[src/rtl/bsr_pkg.sv]
package bsr_pkg;

   // Mode codes delivered by the instruction decoder; code 7 behaves as 0.
   typedef enum logic [2:0] {
      BSR_SYS      = 3'd0,
      BSR_EXT      = 3'd1,
      BSR_CLAMP    = 3'd2,
      BSR_HIZ      = 3'd3,
      BSR_OBS_IN   = 3'd4,
      BSR_OBS_OUT  = 3'd5,
      BSR_EXT_OUT  = 3'd6
   } bsr_mode_e;

   // Enable pins per byte; the cell map relies on this being 2.
   localparam int unsigned BSR_EN_PINS = 2;

   // Chain length for a given byte width.
   function automatic int unsigned bsr_len(int unsigned w);
      return 4 * w + 2 * (BSR_EN_PINS + 1);
   endfunction

   // 1 when the cell at pos is an observe-and-control cell.
   function automatic bit is_ctl_pos(int unsigned pos, int unsigned w);
      return (pos >= w && pos < 2 * w) ||
             (pos >= 3 * w && pos < 4 * w) ||
             (pos == 4 * w) ||
             (pos == 4 * w + BSR_EN_PINS + 1);
   endfunction

endpackage

[src/rtl/bsr_cell.sv]
module bsr_cell #(
   parameter bit CONTROL = 1'b0
) (
   input  logic tck,
   input  logic rst_n,
   input  logic cap_en,
   input  logic shift_en,
   input  logic upd_en,
   input  logic cap_val,
   input  logic ser_in,
   output logic shift_q,
   output logic upd_q
);

   always_ff @(posedge tck or negedge rst_n) begin
      if (!rst_n)        shift_q <= 1'b0;
      else if (cap_en)   shift_q <= cap_val;
      else if (shift_en) shift_q <= ser_in;
   end

   generate
      if (CONTROL) begin : g_ctl
         always_ff @(negedge tck or negedge rst_n) begin
            if (!rst_n)      upd_q <= 1'b0;
            else if (upd_en) upd_q <= shift_q;
         end
      end else begin : g_obs
         logic unused_upd_en;
         assign unused_upd_en = upd_en;
         assign upd_q = 1'b0;
      end
   endgenerate

endmodule

[src/rtl/bsr_mode_dec.sv]
module bsr_mode_dec
   import bsr_pkg::*;
(
   input  logic [2:0] mode_sel,
   output logic       sel,
   output logic       cap_obs,
   output logic       cap_ctl,
   output logic       drive,
   output logic       force_off
);

   always_comb begin
      sel       = 1'b1;
      cap_obs   = 1'b1;
      cap_ctl   = 1'b1;
      drive     = 1'b0;
      force_off = 1'b0;
      case (bsr_mode_e'(mode_sel))
         BSR_EXT:     drive = 1'b1;
         BSR_CLAMP: begin
            sel   = 1'b0;
            drive = 1'b1;
         end
         BSR_HIZ: begin
            sel       = 1'b0;
            force_off = 1'b1;
         end
         BSR_OBS_IN:  cap_ctl = 1'b0;
         BSR_OBS_OUT: cap_obs = 1'b0;
         BSR_EXT_OUT: begin
            cap_ctl = 1'b0;
            drive   = 1'b1;
         end
         default: ;
      endcase
   end

endmodule

[src/rtl/bsr_byte_drive.sv]
module bsr_byte_drive
   import bsr_pkg::*;
#(
   parameter int unsigned BYTE_W = 9
) (
   input  logic [BYTE_W-1:0]      sys_data,
   input  logic [BSR_EN_PINS-1:0] oe_n,
   input  logic [BYTE_W-1:0]      lat_data,
   input  logic                   lat_en,
   input  logic                   drive,
   input  logic                   force_off,
   output logic [BYTE_W-1:0]      pin_data,
   output logic                   pin_en
);

   logic sys_en;
   assign sys_en   = ~|oe_n;
   assign pin_data = drive ? lat_data : sys_data;

   always_comb begin
      if (force_off)  pin_en = 1'b0;
      else if (drive) pin_en = lat_en;
      else            pin_en = sys_en;
   end

endmodule

[src/rtl/bscan_bsr.sv]
module bscan_bsr
   import bsr_pkg::*;
#(
   parameter int unsigned BYTE_W = 9
) (
   input  logic                   tck,
   input  logic                   rst_n,
   input  logic                   tdi,
   input  logic [2:0]             mode_sel,
   input  logic                   capture_dr,
   input  logic                   shift_dr,
   input  logic                   update_dr,
   input  logic [BYTE_W-1:0]      a_data_in,
   input  logic [BSR_EN_PINS-1:0] a_oe_n,
   input  logic [BYTE_W-1:0]      b_data_in,
   input  logic [BSR_EN_PINS-1:0] b_oe_n,
   output logic [BYTE_W-1:0]      a_data_out,
   output logic                   a_out_en,
   output logic [BYTE_W-1:0]      b_data_out,
   output logic                   b_out_en,
   output logic                   tdo
);

   localparam int unsigned N        = bsr_len(BYTE_W);
   localparam int unsigned AI_LO    = 0;
   localparam int unsigned AO_LO    = BYTE_W;
   localparam int unsigned BI_LO    = 2 * BYTE_W;
   localparam int unsigned BO_LO    = 3 * BYTE_W;
   localparam int unsigned A_EN_POS = 4 * BYTE_W;
   localparam int unsigned B_EN_POS = A_EN_POS + BSR_EN_PINS + 1;

   if (BYTE_W < 1 || BYTE_W > 32) begin : g_bad_width
      $error("bscan_bsr: BYTE_W must lie in 1..32");
   end

   logic sel, cap_obs, cap_ctl, drive, force_off;
   logic [N-1:0] chain_q;
   logic [N-1:0] upd_q;
   logic [N-1:0] cap_val;
   logic [N-1:0] ser;

   bsr_mode_dec u_dec (
      .mode_sel (mode_sel),
      .sel      (sel),
      .cap_obs  (cap_obs),
      .cap_ctl  (cap_ctl),
      .drive    (drive),
      .force_off(force_off)
   );

   bsr_byte_drive #(.BYTE_W(BYTE_W)) u_drv_a (
      .sys_data (a_data_in),
      .oe_n     (a_oe_n),
      .lat_data (upd_q[AO_LO +: BYTE_W]),
      .lat_en   (upd_q[A_EN_POS]),
      .drive    (drive),
      .force_off(force_off),
      .pin_data (a_data_out),
      .pin_en   (a_out_en)
   );

   bsr_byte_drive #(.BYTE_W(BYTE_W)) u_drv_b (
      .sys_data (b_data_in),
      .oe_n     (b_oe_n),
      .lat_data (upd_q[BO_LO +: BYTE_W]),
      .lat_en   (upd_q[B_EN_POS]),
      .drive    (drive),
      .force_off(force_off),
      .pin_data (b_data_out),
      .pin_en   (b_out_en)
   );

   // Values seen at each cell's pin or enable.
   assign cap_val[AI_LO +: BYTE_W] = a_data_in;
   assign cap_val[AO_LO +: BYTE_W] = a_data_out;
   assign cap_val[BI_LO +: BYTE_W] = b_data_in;
   assign cap_val[BO_LO +: BYTE_W] = b_data_out;
   assign cap_val[A_EN_POS]        = a_out_en;
   assign cap_val[A_EN_POS+1 +: BSR_EN_PINS] = a_oe_n;
   assign cap_val[B_EN_POS]        = b_out_en;
   assign cap_val[B_EN_POS+1 +: BSR_EN_PINS] = b_oe_n;

   assign ser = {tdi, chain_q[N-1:1]};
   assign tdo = chain_q[0];

   genvar i;
   generate
      for (i = 0; i < N; i++) begin : g_cell
         localparam bit IS_CTL = is_ctl_pos(i, BYTE_W);
         logic cap_here;
         assign cap_here = capture_dr & sel & (IS_CTL ? cap_ctl : cap_obs);
         bsr_cell #(.CONTROL(IS_CTL)) u_cell (
            .tck     (tck),
            .rst_n   (rst_n),
            .cap_en  (cap_here),
            .shift_en(shift_dr & sel),
            .upd_en  (update_dr & sel),
            .cap_val (cap_val[i]),
            .ser_in  (ser[i]),
            .shift_q (chain_q[i]),
            .upd_q   (upd_q[i])
         );
      end
   endgenerate

   logic unused_upd_bits;
   assign unused_upd_bits = ^{upd_q[AI_LO +: BYTE_W], upd_q[BI_LO +: BYTE_W]};

endmodule

[config.mk]
export PLATFORM = sky130hd
export DESIGN_NAME = bscan_bsr
export DESIGN_NICKNAME = d
export VERILOG_FILES = /design/src/rtl/bsr_pkg.sv /design/src/rtl/bsr_cell.sv /design/src/rtl/bsr_mode_dec.sv /design/src/rtl/bsr_byte_drive.sv /design/src/rtl/bscan_bsr.sv
export SDC_FILE = /design/constraint.sdc
export NUM_CORES = 1
export LEC_CHECK = 0
export ABC_AREA = 1
export BUFFER_PORTS_ARGS = -buffer_cell sky130_fd_sc_hd__buf_2
export CAP_MARGIN = 0
export CORE_ASPECT_RATIO = 0.75
export CORE_MARGIN = 2
export CORE_UTILIZATION = 30
export DETAILED_ROUTE_END_ITERATION = 10
export GPL_ROUTABILITY_DRIVEN = 0
export GPL_TIMING_DRIVEN = 0
export PLACE_DENSITY = 0.56
export RECOVER_POWER = 50
export SYNTH_ARGS = -nofsm -noshare
export SYNTH_HDL_FRONTEND = slang
export SYNTH_SLANG_ARGS = --single-unit
[constraint.sdc]
create_clock -name tck -period 1.8 [get_ports tck]
set_clock_uncertainty 0.05 [all_clocks]
set_input_delay 0.45 -clock tck [delete_from_list [all_inputs] [get_ports tck]]
set_output_delay 0.45 -clock tck [all_outputs]
set_load 0.01 [all_outputs]
==> metrics.log <==
INFO  metric run_status = finished with violations
INFO  metric failing_checks = negative setup slack
INFO  metric crit_cells = 5
INFO  metric synth_sequential_area_ratio = 0.473
INFO  metric cellPowerDensity = 1020 nW/um^2
INFO  metric n_fill_cell = 1109
INFO  metric critPathCapture = a_out_en
INFO  metric clock_latency = 340 ps
INFO  metric tritoncts = built
INFO  metric switching_power = 1.49 mW
INFO  metric met1_usage = 0.277
INFO  metric rrSetupSlack = -650 ps
INFO  metric power.leakage = 2.37 nW
INFO  metric hold_viol_final = 0
INFO  metric groute.layer.met3.usage = 0.0470
INFO  metric final_cells = 666
INFO  metric initial_utilization = 0.304
INFO  metric antennaDiodeCount = 0
INFO  metric worst_r2r_endpoint = g_cell[17].u_cell.shift_q$_DFFE_PN0P_
INFO  metric number_of_synthesized_register_bits = 62
INFO  metric synthDistinctLibCells = 19
INFO  metric postSynthCellCount = 431
INFO  metric share_clk_of_total_power = 0.331
INFO  metric timing.slew.headroom = 0.0488
INFO  metric timing.critical_path.slowest_cell_delay = 400 ps
INFO  metric groute.usage.overall = 0.198
INFO  metric ys.warnings.count = 0
INFO  metric rr_worst_depth = 10
INFO  metric logic_pwr_share = 0.278
INFO  metric fp.dieW = 125 microns
INFO  metric aggregate_routed_wire_length = 11.2 mm
INFO  metric cts_hold_fix_bufs = 0
INFO  metric critPathSlowestCell = sky130_fd_sc_hd__dfrtn_1
INFO  metric top_level_ports = 52
INFO  metric share_of_power_burned_in_registers = 0.390
INFO  metric post-place-cells = 622
INFO  metric detailedPlacementHpwl = 7.37 mm
INFO  metric setup.worst_path.end_class = primary output
INFO  metric syn-cell-area = 3280 sq um
INFO  metric grt_start_max_net_pins = 63
INFO  metric worst_slack = -716 ps
INFO  metric switching_power_as_a_share_of_total_power = 0.312
INFO  metric cp-start-kind = register
INFO  metric ant_nets = 0
INFO  metric launch_point_of_the_worst_path = g_cell[36].u_cell.upd_q$_DFFE_NN0P_
INFO  metric holdWs = 324 ps
INFO  metric arrival = 2020 ps
INFO  metric row_count = 33
INFO  metric critical_path.n_buffers_inverters = 3
INFO  metric drv_cap = 0
INFO  metric grt_util_met2 = 0.307
INFO  metric wire_length_of_the_first_global_routing_pass = 17.9 mm
INFO  metric grt_pass1_vias = 3380
INFO  metric worstPathMaxFanout = 2
INFO  metric worst_path_dominant_cell_family = flip-flops
INFO  metric drive_above_1_share = 0.350
INFO  metric buffer_ports.inserted = 51
INFO  metric area_growth = 43.8%
INFO  metric cts_inserted_buffers = 9
INFO  metric critical_path.reg2reg.startpoint = g_cell[17].u_cell.upd_q$_DFFE_NN0P_
INFO  metric route.detailed.wl_per_inst = 16.8 microns
INFO  metric detailedRoute.firstIterationViolations = 334
INFO  metric drt_pre_antenna_iters = 5
INFO  metric crit_chain = inv_2, nand2_2, nand3_4, inv_2, buf_6
INFO  metric clock-sinks = 62
INFO  metric nets = 552
INFO  metric peakVddDrop = 0.553 mV
INFO  metric transition_time_of_the_tightest_slew_check_pin = 1430 ps
INFO  metric grt_busiest_layer = met2
INFO  metric worst-setup-path-type = register to primary output
INFO  metric cts_root_buf = sky130_fd_sc_hd__clkbuf_16
INFO  metric die_area = 11800 sq um
INFO  metric worst_hold_path_type = input pin to register
INFO  metric setup_repair_after_global_routing_missed_its_margin = true
INFO  metric cts_buffer_depth = 2
INFO  metric timing.final.max_slew_violations = 0
INFO  metric grt_overflow = 0
INFO  metric path_clk_slew = 50 ps
INFO  metric avgSynthCellArea = 7.60 sq um
INFO  metric timing.critical_path.mode_cell = sky130_fd_sc_hd__inv_2
INFO  metric setup-violations-final = 71
INFO  metric worst-endpoint-required = 1300 ps
INFO  metric drc_errors = 0
INFO  metric number_of_antenna_violations_at_the_first_check_in_global_routing = 0
INFO  metric standard_cell_core_area = 10800 sq um
INFO  metric total_power = 4.79 mW
INFO  metric synthesis.nets = 462
INFO  metric die_height = 94.5 microns
INFO  metric power_report.internal_total = 3.29 mW
INFO  metric vias = 3338
INFO  metric viasPerCell = 5.01
INFO  metric ctsHtreeMaxLevel = 3
-- cells in the final DEF (no fill, tap or decap), drive strengths merged --
cell type  count
mux2           7
buf          108
clkbuf        28
nand2        126
dfrtp         42
nor2          13
nand3         97
dfrtn         20
o211ai         7
a31oi          5
o21ai         27
a21oi          4
inv           39
clkinv         2
a21boi         1
-- worst min-delay path by stage --
stage	from	to	slack, ps	cells past startpoint
finish	tdi	g_cell[41].u_cell.shift_q$_DFFE_PN0P_	320	3
global route	tdi	g_cell[41].u_cell.shift_q$_DFFE_PN0P_	320	3
CTS	rst_n	g_cell[34].u_cell.shift_q$_DFFE_PN0P_	200	1
detailed placement	g_cell[35].u_cell.upd_q$_DFFE_NN0P_	g_cell[35].u_cell.upd_q$_DFFE_NN0P_	380	2
global placement	g_cell[35].u_cell.upd_q$_DFFE_NN0P_	g_cell[35].u_cell.upd_q$_DFFE_NN0P_	380	2
floorplan	rst_n	g_cell[0].u_cell.shift_q$_DFFE_PN0P_	100	0
-- power groups by stage --
stage          logic (mW)  clock network (mW)  registers (mW)
4_1_cts              1.28                1.60            1.85
3_3_place_gp        0.932                   0            1.85
2_1_floorplan       0.648                   0            1.80
6_report             1.33                1.58            1.87
3_5_place_dp        0.947                   0            1.86
5_1_grt              1.47                1.68            1.89
-- cells by family after synthesis --
kind of cell / after synthesis / synth area share
and+or+nand+nor: 236 / 0.308
muxes: 7 / 0.0241
DFF: 62 / 0.473
buffers and inverters: 82 / 0.119
AOI/OAI and AO/OA: 44 / 0.0752
-- cells in the mapped netlist --
cell	count	area, sq um
sky130_fd_sc_hd__mux2_2	7	78.8
sky130_fd_sc_hd__buf_4	19	143
sky130_fd_sc_hd__o21ai_0	23	115
sky130_fd_sc_hd__clkbuf_1	13	48.8
sky130_fd_sc_hd__inv_1	35	131
sky130_fd_sc_hd__a31oi_1	5	31.3
sky130_fd_sc_hd__nand2_1	125	469
sky130_fd_sc_hd__buf_1	2	7.51
sky130_fd_sc_hd__inv_2	4	15.0
sky130_fd_sc_hd__dfrtn_1	20	500
sky130_fd_sc_hd__nand2_2	1	6.26
sky130_fd_sc_hd__buf_2	9	45.0
sky130_fd_sc_hd__a21boi_1	1	7.51
sky130_fd_sc_hd__o21ai_1	4	20.0
sky130_fd_sc_hd__nor2_1	13	48.8
sky130_fd_sc_hd__a21oi_1	4	20.0
sky130_fd_sc_hd__dfrtp_1	42	1050
sky130_fd_sc_hd__o211ai_1	7	52.6
sky130_fd_sc_hd__nand3_1	97	485
-- layout make-up --
type / count / area [sq um] / area share
plain buffers: 27 / 166 / 0.0353
repair buffers: 95 / 831 / 0.176
flip-flops and latches: 62 / 1550 / 0.329
inverters: 39 / 163 / 0.0345
multi-input cells: 287 / 1560 / 0.332
clock buffers: 14 / 254 / 0.0539
clock inverters: 2 / 10.0 / 0.00212
well taps: 140 / 175 / 0.0372
-- flip-flops by register name (all words and copies together), names as in the netlist --
signal                 flops
g_cell.u_cell.shift_q     42
g_cell.u_cell.upd_q       20
-- timing repair --
| item | CTS | global route |
|---|---|---|
| gates resized for setup | 81 | 54 |
| setup buffers | 55 | 14 |
| pin swaps | 16 | 25 |
| cloned | 2 | 0 |
| setup endpoints to repair | 40 | 53 |
-- routing by layer --
layer | vias to the layer above | routed length (microns)
li1 | 1570 | -
met1 | 1642 | 5310
met2 | 113 | 5020
met3 | 13 | 740
met4 | 0 | 125
met5 | - | 0
-- worst register-to-register path, stage by stage, from the launching register on --
cell and delay (ps):
sky130_fd_sc_hd__dfrtn_1 410, sky130_fd_sc_hd__nand2_1 80, sky130_fd_sc_hd__buf_4 150, sky130_fd_sc_hd__buf_4 120, sky130_fd_sc_hd__buf_4 120, sky130_fd_sc_hd__buf_4 130, sky130_fd_sc_hd__buf_4 120, sky130_fd_sc_hd__buf_4 120
sky130_fd_sc_hd__nand3_1 50, sky130_fd_sc_hd__nand2_1 70, sky130_fd_sc_hd__nand2_1 60
-- metrics by stage --
stage | setup slack (ps) | TNS (ps) | instance area [sq um] | util
global placement | -869 | -48120 | 3770 | 0.350
floorplan | -365 | -9940 | 3340 | -
global route | -766 | -31070 | 4710 | 0.437
CTS | -715 | -19560 | 4690 | 0.435
finish | -716 | -23750 | 4710 | 0.437
detailed placement | -804 | -33050 | 3770 | 0.350
Power figures use the tool's default switching activity.
